File: config.mk
export PLATFORM = sky130hd
export DESIGN_NAME = booth_seq_mul
export DESIGN_NICKNAME = d
export VERILOG_FILES = /design/src/rtl/booth_seq_mul.sv
export SDC_FILE = /design/constraint.sdc
export NUM_CORES = 1
export LEC_CHECK = 0
export BUFFER_PORTS_ARGS = -buffer_cell sky130_fd_sc_hd__buf_2
export CORE_MARGIN = 2
export CORE_UTILIZATION = 62
export CTS_BUF_LIST = sky130_fd_sc_hd__clkbuf_8
export CTS_CLUSTER_DIAMETER = 30
export DETAILED_ROUTE_END_ITERATION = 8
export PLACE_DENSITY_LB_ADDON = 0.2
export SYNTH_ARGS = -nofsm -noshare
export SYNTH_HDL_FRONTEND = slang
export SYNTH_SLANG_ARGS = --single-unit
File: constraint.sdc
create_clock -name clk -period 6.2 [get_ports clk]
set_clock_uncertainty 0.05 [all_clocks]
set_input_delay 0.93 -clock clk [delete_from_list [all_inputs] [get_ports clk]]
set_output_delay 0.93 -clock clk [all_outputs]
set_load 0.05 [all_outputs]
File: src/rtl/booth_seq_mul.sv
module booth_seq_mul #(
  parameter int W = 32
) (
  input  logic         clk,
  input  logic         rst_n,
  input  logic         start,
  input  logic [W-1:0] mcand,
  input  logic [W-1:0] mplier,
  output logic         busy,
  output logic         done,
  output logic [W-1:0] prod_hi,
  output logic [W-1:0] prod_lo
);
  localparam int CW = (W > 1) ? $clog2(W) : 1;

  logic [W-1:0]  mc_q;
  logic [W-1:0]  hi_q, lo_q;
  logic          prev_q;
  logic [CW-1:0] cnt_q;
  logic          busy_q, done_q;

  logic [W:0] hi_x, mc_x, sum;
  logic       last;

  assign hi_x = {hi_q[W-1], hi_q};
  assign mc_x = {mc_q[W-1], mc_q};
  assign last = (cnt_q == CW'(W - 1));

  always_comb begin
    case ({lo_q[0], prev_q})
      2'b10:   sum = hi_x - mc_x;
      2'b01:   sum = hi_x + mc_x;
      default: sum = hi_x;
    endcase
  end

  always_ff @(posedge clk or negedge rst_n) begin
    if (!rst_n) begin
      mc_q   <= '0;
      hi_q   <= '0;
      lo_q   <= '0;
      prev_q <= 1'b0;
      cnt_q  <= '0;
      busy_q <= 1'b0;
      done_q <= 1'b0;
    end else begin
      done_q <= 1'b0;
      if (!busy_q) begin
        if (start) begin
          mc_q   <= mcand;
          hi_q   <= '0;
          lo_q   <= mplier;
          prev_q <= 1'b0;
          cnt_q  <= '0;
          busy_q <= 1'b1;
        end
      end else begin
        hi_q   <= sum[W:1];
        lo_q   <= {sum[0], lo_q[W-1:1]};
        prev_q <= lo_q[0];
        cnt_q  <= cnt_q + 1'b1;
        if (last) begin
          busy_q <= 1'b0;
          done_q <= 1'b1;
        end
      end
    end
  end

  assign busy    = busy_q;
  assign done    = done_q;
  assign prod_hi = hi_q;
  assign prod_lo = lo_q;
endmodule


## Yosys cells after proc, flatten, opt, wreduce, memory -nomap -nowiden

Index checks and enable logic that the tools add are counted.

- Register bits after elaboration: 104
- Input bits: 67
- Output and inout bits: 66

- Muxes and demuxes: 14
- Equality and inequality tests: 4
- Reductions and logical operators: 3
- Bitwise logic cells: 1
- Add/sub/neg operators: 3

Operators with widths:

| cell | number |
|---|---|
| 32-bit two-way mux | 4 |
| 33-bit one-hot mux with 2 select lines | 1 |
| 32-bit by 32-bit adder with 33-bit output | 1 |
| 32-bit by 32-bit subtractor with 33-bit output | 1 |
| 5-bit two-way mux | 2 |
| 1-bit two-way mux | 7 |
| 5-bit by 1-bit adder with 5-bit output (second input constant) | 1 |
| 5-bit equality test (second input constant) | 1 |
| 2-bit AND reduction | 2 |
| 3-bit by 1-bit inequality test with 1-bit output (second input constant) | 1 |
| 2-bit by 1-bit equality test with 1-bit output (second input constant) | 1 |
| 2-bit equality test (second input constant) | 1 |
| 2-bit nonzero test | 1 |
| 1-bit inverter | 1 |

## Depth between registers and ports, before layout

Gate-level depths: netlist of the first run.

- Word-level depth: 3
- Mapped depth: 18
- Gate-level depth less buffers: 17

## Least setup slack after synthesis of the first run

Ideal clock, no wire load.

- Kind: register to register
- From: reg mc_q[3]
- To: reg hi_q[31] (netlist: prod_hi[31])
- Buffers on the path: 0
- Slack: 2.154 ns
- Clock period less this slack: 4.046 ns
- Cell stages (with the launch flop): 15
- Arrival time: 3.904 ns
- Cell sequence: dfrtp_1 > or4_1 > or3_1 > nor3_1 > a21o_1 > o21ai_0 > xor2_1 > ha_1 > nand2_1 > or3_1 > o31ai_1 > a41oi_1 > nand4b_1 > o211a_1 > o31ai_2

- Longest elaborated chain between the ends: 3
- Elaborated cells on any way between the ends: 4
- Those cells by class: add/sub (2); mux (2)

RTL lines:

| what | RTL line | source |
|---|---|---|
| from (decl) | 16 | `logic [W-1:0] mc_q;` |
| from (signal assigned) | 50 | `mc_q <= mcand;` |
| 32-bit by 32-bit adder with 33-bit output / 32-bit by 32-bit subtractor with 33-bit output (equally long branches) | 32, 31 |  |
| 33-bit one-hot mux with 2 select lines * | 30 | `case ({lo_q[0], prev_q})` |
| 32-bit two-way mux * | 48 | `if (!busy_q) begin` |
| to (signal assigned) | 58 | `hi_q <= sum[W:1];` |
| to (decl) | 17 | `logic [W-1:0] hi_q, lo_q;` |

Every way passes the cells marked *; elsewhere a longest branch is shown, timed or not.
A chain may end at the register's enable or synchronous reset.

## Final worst setup path of the first run

Same ends and word-level chain as after synthesis.

==> metrics.txt, run 1 <==
status finished clean; FP Rows 37; Critical-path top delay cell or4_1; Worst Hold Class input port to asynchronous set/reset pin; share of cells above drive strength 1 0.225; antenna violations before repair 0; sum of negative setup slack 0 ns; CTS Hold Bufs 0; Setup Fix Bufs, Post-CTS 0; CTS tree done; HPWL after detailed placement approximately 12,000 um; vias in the first global route ~5,500; DR iter-0 viols 455; nets@finish 945; arrival time at the worst endpoint 4.86 ns; Syn Nets between 800 and 900; Starting Density 0.645; n_diodes 0; Total Routing Usage GR 0.298; post-synthesis cell type count between 50 and 60; CTS resizes 0; Root Buffer clkbuf_8; critical-path cell list or4_1 > or3_1 > nor3_1 > a21o_1 > o21ai_0 > xor2_1 > ha_1 > nand2_1 > or3_1 > o31ai_1 > a41oi_1 > nand4b_1 > o211a_1 > o31ai_2; design area approximately 7700 um^2; Final min period roughly 4.6 ns; fmax between 200 and 250 MHz; Netlist Area Pre-Place about 6700 um^2; total congestion overflow 0; Ys Warns 0; Clock Sinks between 100 and 150; DR pass1 iterations 5; via count between 5,000 and 6,000; Synth area leader dfrtp_1; RSZ-0062 raised after global routing no; # setup viols final 0; final period utilization 0.745; Max Transition Viols Final 0; Least-Margin Pin Slew roughly 1.1 ns; global-route wire length before repair 27,400 um; Critical Path RT 6.45 ns; die area ~12,000 um^2; MaxCap Viol Count 0; Seq/Total Area, Yosys 0.388; largest stage delay on the critical path 0.55 ns; area grow syn2layout 14.1%; clk buf depth 2; placed instance area approximately 7500 um^2; Mapped Cells around 720; Worst slew margin 0.298; PortBufs around 130; vias per cell approximately 6.0; placer congestion estimate approximately 0.93; share of Yosys cell area claimed by the top area cell type 0.388; Yosys reg bits around 100; Startpoint Class flip-flop; largest net degree at the start of global routing between 70 and 80; placeable core area roughly 10,000 um^2; Post-synth EDFFs 0; Final Hold Fails 0; chip width roughly 110 um; asr flop ratio synth 1.00; Fill cells a little over 800; worst-path fanout max 7; kind of critical path flip-flop to flip-flop; DRT Wirelength roughly 17,000 um; most used cell, CP or3_1; Setup crit end kind flip-flop; Ports approximately 130; Routed Antenna Nets 0; die height around 110 um; H-tree lvl count 3; post-DR wirelength/cell about 17 um; CTS Buf Count 9; clock-pin slew on the worst setup and hold paths approximately 0.10 ns; largest cells by area after synthesis dfrtp_1, ha_1, o21ai_0, mux2i_1, mux2_2; syn avg cell area 9.27 um^2; Primary FF master, synth dfrtp_1; Clk Latency, worst-skew pair between 0.3 and 0.4 ns; drt drc 0
-- routing by layer --
| layer | vias to the layer above | part of all wire | GRT usage | wire length (um) |
|---|---|---|---|---|
| li1 | 2818 | - | - | - |
| met1 | 2802 | 0.46 | 0.430 | 7540 |
| met2 | 199 | 0.46 | 0.456 | 7670 |
| met3 | 29 | 0.061 | 0.0482 | 1000 |
| met4 | 0 | 0.019 | 0.108 | 306 |
| met5 | - | 0 | 0 | 0 |
-- area by class of cell --
cell class,instances,area (um^2),share of cell area
multi-input combinational,569,3930,0.512
sequential,104,2600,0.340
timing repair buffer,139,716,0.0934
tap,136,170,0.0222
clock buffer,9,124,0.0162
inverter,17,63.8,0.00833
clock inverter,7,57.6,0.00751
-- cells in the mapped netlist (all sizes together) (6+ instances only) --
| cell type | count |
|---|---|
| xnor2 | 30 |
| mux2 | 28 |
| nand2b | 13 |
| nor2 | 40 |
| a21oi | 45 |
| a22oi | 10 |
| dfrtp | 104 |
| nor3 | 12 |
| a31oi | 10 |
| inv | 16 |
| o21ai | 90 |
| a211oi | 6 |
| a21o | 16 |
| nand2 | 84 |
| xor2 | 31 |
| ha | 37 |
| mux2i | 35 |
| a22o | 8 |
| buf | 7 |
| o211ai | 7 |
| clkbuf | 27 |
-- registers in the layout, indices dropped and copies added (netlist names) --
signal	count
prod_hi	32
prod_lo	32
busy	1
cnt_q	5
prev_q	1
mc_q	32
done	1
-- layout by cell type (no fill, tap or decap), drive strengths merged, types with 2 or more instances in the layout --
| cell | count |
|---|---|
| dfrtp | 104 |
| nor3b | 5 |
| and3 | 5 |
| a32oi | 2 |
| a311oi | 2 |
| a31oi | 10 |
| nand3 | 3 |
| nor2b | 3 |
| a211oi | 6 |
| mux2i | 35 |
| clkbuf | 9 |
| mux2 | 28 |
| a22o | 8 |
| and4 | 4 |
| a22oi | 10 |
| a21o | 16 |
| o21a | 5 |
| o21bai | 4 |
| nor2 | 40 |
| o21ai | 90 |
| o211ai | 7 |
| xor2 | 31 |
| ha | 37 |
| or3 | 5 |
| inv | 22 |
| nor4 | 2 |
| buf | 139 |
| o31a | 2 |
| o31ai | 4 |
| a41oi | 2 |
| nand4 | 3 |
| and2 | 5 |
| nor3 | 12 |
| nand2b | 13 |
| a21oi | 45 |
| xnor2 | 30 |
| nand2 | 84 |
-- critical path, delay by kind of cell, from the launching register on --
family,cells,cell delay (ns)
and+or+nand+nor,6,2.06
adders and majority gates,1,0.41
DFF,1,0.41
xor gates and xnor gates,1,0.17
AOI/OAI and AO/OA,6,1.42
-- cells by family after synthesis --
kind of cell,share of synthesized area
and+or+nand+nor,0.136
xor gates and xnor gates,0.0807
adders and majority gates,0.0719
buffers and inverters,0.0285
DFF,0.388
AOI/OAI and AO/OA,0.196
muxes,0.0991
-- path summary, 6_finish.rpt --
check | startpoint | endpoint | slack [ns] | cells after the start
worst max-delay path | mc_q[3] | prod_hi[31] | 1.58 | 14
worst min-delay path | rst_n | prod_hi[7] | 0.40 | 1
worst max register to register | mc_q[3] | prod_hi[31] | 1.58 | 14
worst min register to register | prod_lo[31] | prod_lo[30] | 0.46 | 2
max in group asynchronous | rst_n | mc_q[18] | 4.45 | 2
min in group clk | prod_lo[31] | prod_lo[30] | 0.46 | 2
-- stage by stage --
stage          instances   util  hold slack, ns  setup WS [ns]
6_report             981  0.735           0.398           1.58
5_1_grt              981  0.735           0.428           1.05
4_1_cts              981  0.735           0.410           1.61
3_5_place_dp         965  0.718           0.440           1.62
3_3_place_gp         965  0.718           0.430           1.82
2_1_floorplan        724      -           0.420           2.15
Power of run 1 is left out: the tool's default activity adds up to more than one toggle a clock period on the data nets, which glitch-free logic cannot reach.
==> run 2: changes to the inputs <==
ABC_AREA = 1   (was not set)
CORE_UTILIZATION = 53   (was 62)
clock period = 4.2 ns   (was 6.2 ns; I/O delays follow)
==> run 2 against run 1 <==
Against the previous run:
- sequential cell count did not move
- design area rose by 12%
- synthesized area rose by 13%
- utilization fell by 12 points
- wire length rose by 27%
- via count rose by 30%
- worst setup slack got worse by 1.2 ns
- first-iteration DRC count rose by 15%
- critical path depth rose by 3
- sequential share of layout area fell by 3.7 points
==> metrics.txt, run 2 <==
Max Transition Viols Final 0 (unchanged); CTS tree done (unchanged); DR iter-0 viols 523 (was 455); via count 7,614 (was 5,848); post-synthesis cell type count 45 (was 56); Yosys reg bits 104 (unchanged); Worst Hold Class input port to asynchronous set/reset pin (unchanged); Ports 133 (unchanged); Syn Nets 1,267 (was 829); vias per cell 5.20 (was 5.96); global-route wire length before repair 34,400 um (was 27,400 um); most used cell, CP nand2_1 (was or3_1); MaxCap Viol Count 0 (unchanged); top sig layer met4 (unchanged); FP Rows 43 (was 37); n_diodes 0 (unchanged); placer congestion estimate 0.968 (was 0.931); R2R cell count 17 (was 14); Synth top cells by count nand2_1, inv_1, nor2_1, dfrtp_1 (was dfrtp_1, o21ai_0, nand2_1, a21oi_1, nor2_1); total congestion overflow 0 (unchanged); area grow syn2layout 13.3% (was 14.1%); # setup viols final 0 (unchanged); asr flop ratio synth 1.00 (unchanged); largest cells by area after synthesis dfrtp_1, nand2_1, inv_1, ha_1, nor2_1 (was dfrtp_1, ha_1, o21ai_0, mux2i_1, mux2_2); Routed Antenna Nets 0 (unchanged); top-count cell post-synth nand2_1 (was dfrtp_1); Seq/Total Area, Yosys 0.343 (was 0.388); final period utilization 0.898 (was 0.745); chip width 124 um (was 108 um); largest stage delay on the critical path 0.47 ns (was 0.55 ns); status finished clean (unchanged); critical-path cell list inv_1 > ha_1 > inv_1 > nand2_1 > nand3_2 > nor2_2 > xor2_1 > ha_1 > a21oi_1 > nand2_1 > o21bai_1 > nor2_1 > nand2_1 > nand2_1 > nand3_1 > nand2_1 > nand2_1 (was or4_1 > or3_1 > nor3_1 > a21o_1 > o21ai_0 > xor2_1 > ha_1 > nand2_1 > or3_1 > o31ai_1 > a41oi_1 > nand4b_1 > o211a_1 > o31ai_2); syn avg cell area 6.53 um^2 (was 9.27 um^2); RR Startpoint prod_lo[0] (was mc_q[3]); Final min period 3.77 ns (was 4.62 ns); drt drc 0 (unchanged); Clock Sinks 104 (unchanged); Worst slew margin 0.348 (was 0.298); post-DR wirelength/cell 14.3 um (was 16.8 um); Primary FF master, synth dfrtp_1 (unchanged); Total Routing Usage GR 0.291 (was 0.298); largest net degree at the start of global routing 69 (was 75); HPWL after detailed placement 16,300 um (was 12,500 um); CTS Buf Count 9 (unchanged); share of Yosys cell area claimed by the top area cell type 0.343 (was 0.388); R2R Setup Slk 0.43 ns (was 1.58 ns); fmax 265 MHz (was 217 MHz); Setup Fix Bufs, Post-CTS 0 (unchanged); Post-synth EDFFs 0 (unchanged); Final Hold Fails 0 (unchanged); metal3 WL 1600 um (was 1000 um); H-tree lvl count 3 (unchanged); commonest non-fill, non-tap cell in the layout nand2_1 (was buf_2); Least-Margin Pin Slew 0.977 ns (was 1.05 ns); Mapped Cells 1,162 (was 724); Netlist Area Pre-Place 7580 um^2 (was 6710 um^2); most frequent cells in the layout nand2_1, inv_1, buf_2, nor2_1, dfrtp_1 (was buf_2, dfrtp_1, o21ai_0, nand2_1, a21oi_1); clock-pin slew on the worst setup and hold paths 0.12 ns (was 0.10 ns); DR pass1 iterations 5 (unchanged); DRT Wirelength 21,000 um (was 16,500 um); PortBufs 132 (unchanged); Starting Density 0.544 (was 0.645); nets@finish 1,385 (was 945); kind of critical path flip-flop to flip-flop (unchanged); placeable core area 13,900 um^2 (was 10,400 um^2); CTS Hold Bufs 0 (unchanged); sum of routed wire segments on met1 9950 um (was 7540 um); die area 15,300 um^2 (was 11,700 um^2); Root Buffer clkbuf_8 (unchanged); clk buf depth 2 (unchanged); Critical Path RT 4.46 ns (was 6.45 ns); Synth area leader dfrtp_1 (unchanged); Ys Warns 0 (unchanged); Setup crit end kind flip-flop (unchanged); share of cells above drive strength 1 0.150 (was 0.225); metal2 WL 8940 um (was 7670 um); RR Endpoint prod_hi[27] (was prod_hi[31]); antenna violations before repair 0 (unchanged); arrival time at the worst endpoint 4.03 ns (was 4.86 ns); RSZ-0062 raised after global routing no (unchanged); vias in the first global route 6,908 (was 5,522); die height 124 um (was 108 um); Critical-path top delay cell inv_1 (was or4_1); Startpoint Class flip-flop (unchanged); worst-path fanout max 24 (was 7); Clk Latency, worst-skew pair 0.41 ns (was 0.39 ns); sum of negative setup slack 0 ns (unchanged); CTS resizes 0 (unchanged)
==> run 2: cells by family after synthesis <==
family | count (synthesis) | share of synthesized area
adders and majority gates | 38 | 0.0637
AOI/OAI and AO/OA | 151 | 0.111
xor gates and xnor gates | 32 | 0.0370
buffers and inverters | 185 | 0.0929
and+or+nand+nor | 652 | 0.352
DFF | 104 | 0.343
==> run 2: final cells by class <==
class,instances,area (um^2)
Sequential cell,104,2600
Inverter,153,577
Clock buffer,9,124
Fill cell,1378,5340
Timing Repair Buffer,139,716
Clock inverter,7,67.6
Tap cell,180,225
Multi-Input combinational cell,873,4290
==> run 2: critical path, delay by kind of cell (launching register included) <==
family | cells | cell delay [ns]
adder cells (fa/ha/maj) | 2 | 0.77
XOR/XNOR | 1 | 0.26
AND/OR/NAND/NOR | 10 | 1.18
flip-flops | 1 | 0.41
AO/OA/AOI/OAI | 2 | 0.44
buffers and inverters | 2 | 0.57
==> run 2: worst max path at each step <==
stage	cells past startpoint	startpoint	endpoint	slack, ns
after floorplan	20	prod_lo[0]	prod_hi[26]	1.01
after global placement	17	prod_lo[0]	prod_hi[27]	0.55
after detailed placement	17	prod_lo[0]	prod_hi[27]	0.51
after CTS	17	prod_lo[0]	prod_hi[27]	0.49
after global routing	16	prod_lo[0]	prod_hi[28]	0.02
final	17	prod_lo[0]	prod_hi[27]	0.43
==> run 2: through the flow <==
stage | instances | utilization | hold slack, ns | cell area, um^2 | setup WS [ns]
finish | 1465 | 0.617 | 0.227 | 8600 | 0.429
global route | 1465 | 0.617 | 0.269 | 8600 | 0.0186
CTS | 1465 | 0.617 | 0.244 | 8600 | 0.489
detailed placement | 1449 | 0.603 | 0.443 | 8410 | 0.507
global placement | 1449 | 0.603 | 0.423 | 8410 | 0.552
floorplan | 1162 | - | 0.284 | 7580 | 1.01
==> run 2: metal layers <==
metal	up-vias	track usage
met2	263	0.431
met3	38	0.0531
met5	-	0
li1	3883	-
met4	0	0.107
met1	3430	0.425
Power of run 2 is left out for the same reason.
==> run 3: changes to the inputs <==
==> constraint.sdc (replaced) <==
create_clock -name clk -period 4.2 [get_ports clk]
set_clock_uncertainty 0.05 [all_clocks]
set_input_delay 0.42 -clock clk [delete_from_list [all_inputs] [get_ports clk]]
set_output_delay 0.42 -clock clk [all_outputs]
set_load 0.05 [all_outputs]
==> run 3 against run 2 <==
Against the previous run:
- global-route usage about the same
- worst hold slack worse by 0.10 ns
- register-to-register slack lost 0.07 ns
- utilization is 0.25 points higher
- count of clock-buffer cells in the layout stayed put
- sequential share of layout area shrank 0.12 points
- largest cell class unchanged
- highest routed layer unchanged
==> metrics.txt, run 3 (synthesis results as in run 2) <==
RSZ-0062 raised after global routing no (unchanged); HPWL after detailed placement 16,500 um (was 16,300 um); Setup crit end kind flip-flop (unchanged); RR Startpoint prod_lo[0] (unchanged); kind of critical path flip-flop to flip-flop (unchanged); DP Worst Slack 0.394 ns (was 0.507 ns); PortBufs 132 (unchanged); antenna violations before repair 0 (unchanged); design area 8630 um^2 (was 8600 um^2); Final Hold Fails 0 (unchanged); fmax 261 MHz (was 265 MHz); Worst Hold Class input port to asynchronous set/reset pin (unchanged); FP Rows 43 (unchanged); post-DR wirelength/cell 14.5 um (was 14.3 um); status finished clean (unchanged); vias per cell 5.26 (was 5.20); CTS Hold Bufs 0 (unchanged); final period utilization 0.913 (was 0.898); commonest non-fill, non-tap cell in the layout nand2_1 (unchanged); Critical Path RT 4.45 ns (was 4.46 ns); Ports 133 (unchanged); global-route wire length before repair 34,500 um (was 34,400 um); H-tree lvl count 3 (unchanged); placed instance area 8410 um^2 (unchanged); most used cell, CP nand2_1 (unchanged); Setup Fix Bufs, Post-CTS 0 (unchanged); Least-Margin Pin Slew 0.975 ns (was 0.977 ns); drt drc 0 (unchanged); register area 2600 um^2 (unchanged); Routed Antenna Nets 0 (unchanged); CTS Buf Count 9 (unchanged); Final WS setup 0.363 ns (was 0.429 ns); most frequent cells in the layout nand2_1, inv_1, buf_2, nor2_1, dfrtp_1 (unchanged); share of cells above drive strength 1 0.150 (about the same); Critical Path Start prod_lo[0] (unchanged); Max Transition Viols Final 0 (unchanged); CP top delay family simple AND/OR/NAND/NOR gates (unchanged); DR pass1 iterations 5 (unchanged); Starting Density 0.544 (unchanged); largest stage delay on the critical path 0.49 ns (was 0.47 ns); Worst slew margin 0.350 (was 0.348); MaxCap Viol Count 0 (unchanged); total congestion overflow 0 (unchanged); area of the multi-input gates 4290 um^2 (unchanged); worst-path fanout max 24 (unchanged); DR iter-0 viols 537 (was 523); placeable core area 13,900 um^2 (unchanged); Final min period 3.84 ns (was 3.77 ns); # setup viols final 0 (unchanged); area grow syn2layout 13.8% (was 13.3%); Startpoint Class flip-flop (unchanged); die height 124 um (unchanged); Critical-path top delay cell inv_1 (unchanged); die area 15,300 um^2 (unchanged); placer congestion estimate 0.982 (was 0.968); chip width 124 um (unchanged); largest net degree at the start of global routing 78 (was 69); CTS resizes 0 (unchanged); sum of negative setup slack 0 ns (unchanged); Root Buffer clkbuf_8 (unchanged); Clk Latency, worst-skew pair 0.41 ns (about the same); via count 7,695 (was 7,614); DRT Wirelength 21,200 um (was 21,000 um); arrival time at the worst endpoint 4.08 ns (was 4.03 ns); n_diodes 0 (unchanged); nets@finish 1,385 (unchanged); clock-pin slew on the worst setup and hold paths 0.11 ns (was 0.12 ns); CTS tree done (unchanged); Total Routing Usage GR 0.291 (about the same); critical-path cell list inv_1 > ha_1 > inv_1 > nand2_1 > nand3_2 > nor2_2 > xor2_1 > ha_1 > a21oi_1 > nand2_1 > o21bai_1 > nor2_1 > nand2_1 > nand2_1 > nand3_1 > nand2_1 > nand2_1 (unchanged); clk buf depth 2 (unchanged); vias in the first global route 7,023 (was 6,908); Fill cells 1,397 (was 1,378); Clock Sinks 104 (unchanged); sum of buffers and inverters on the critical path 2 (unchanged)
run 3: metal layers:
| metal | share of wire | global-route usage |
|---|---|---|
| met1 | 0.48 | 0.420 |
| met2 | 0.44 | 0.455 |
| met3 | 0.066 | 0.0549 |
| met4 | 0.016 | 0.0646 |
| met5 | 0 | 0 |
run 3: stage by stage:
step,utilization,hold WS (ns),instances
2_1_floorplan,-,0.0744,1162
3_3_place_gp,0.603,0.423,1449
3_5_place_dp,0.603,0.431,1449
4_1_cts,0.619,0.145,1464
5_1_grt,0.619,0.155,1464
6_report,0.619,0.123,1464
run 3: final cells by class:
cell class              instances  area share
inverters                     153      0.0668
well taps                     180      0.0261
clock inverters                 6      0.0119
clock buffers                   9      0.0143
repair buffers                139      0.0829
multi-input cells             873       0.496
flip-flops and latches        104       0.301
run 3: final timing paths:
| check | end | slack, ns | cells after the start |
|---|---|---|---|
| hold / removal | prod_lo[10] | 0.12 | 1 |
| hold reg to reg | cnt_q[3] | 0.45 | 1 |
| max in group asynchronous | prod_hi[30] | 3.04 | 2 |
| setup / recovery | prod_hi[27] | 0.36 | 17 |
| min in group clk | mc_q[16] | 0.16 | 3 |
| setup reg to reg | prod_hi[27] | 0.36 | 17 |
Power of run 3 is left out for the same reason.
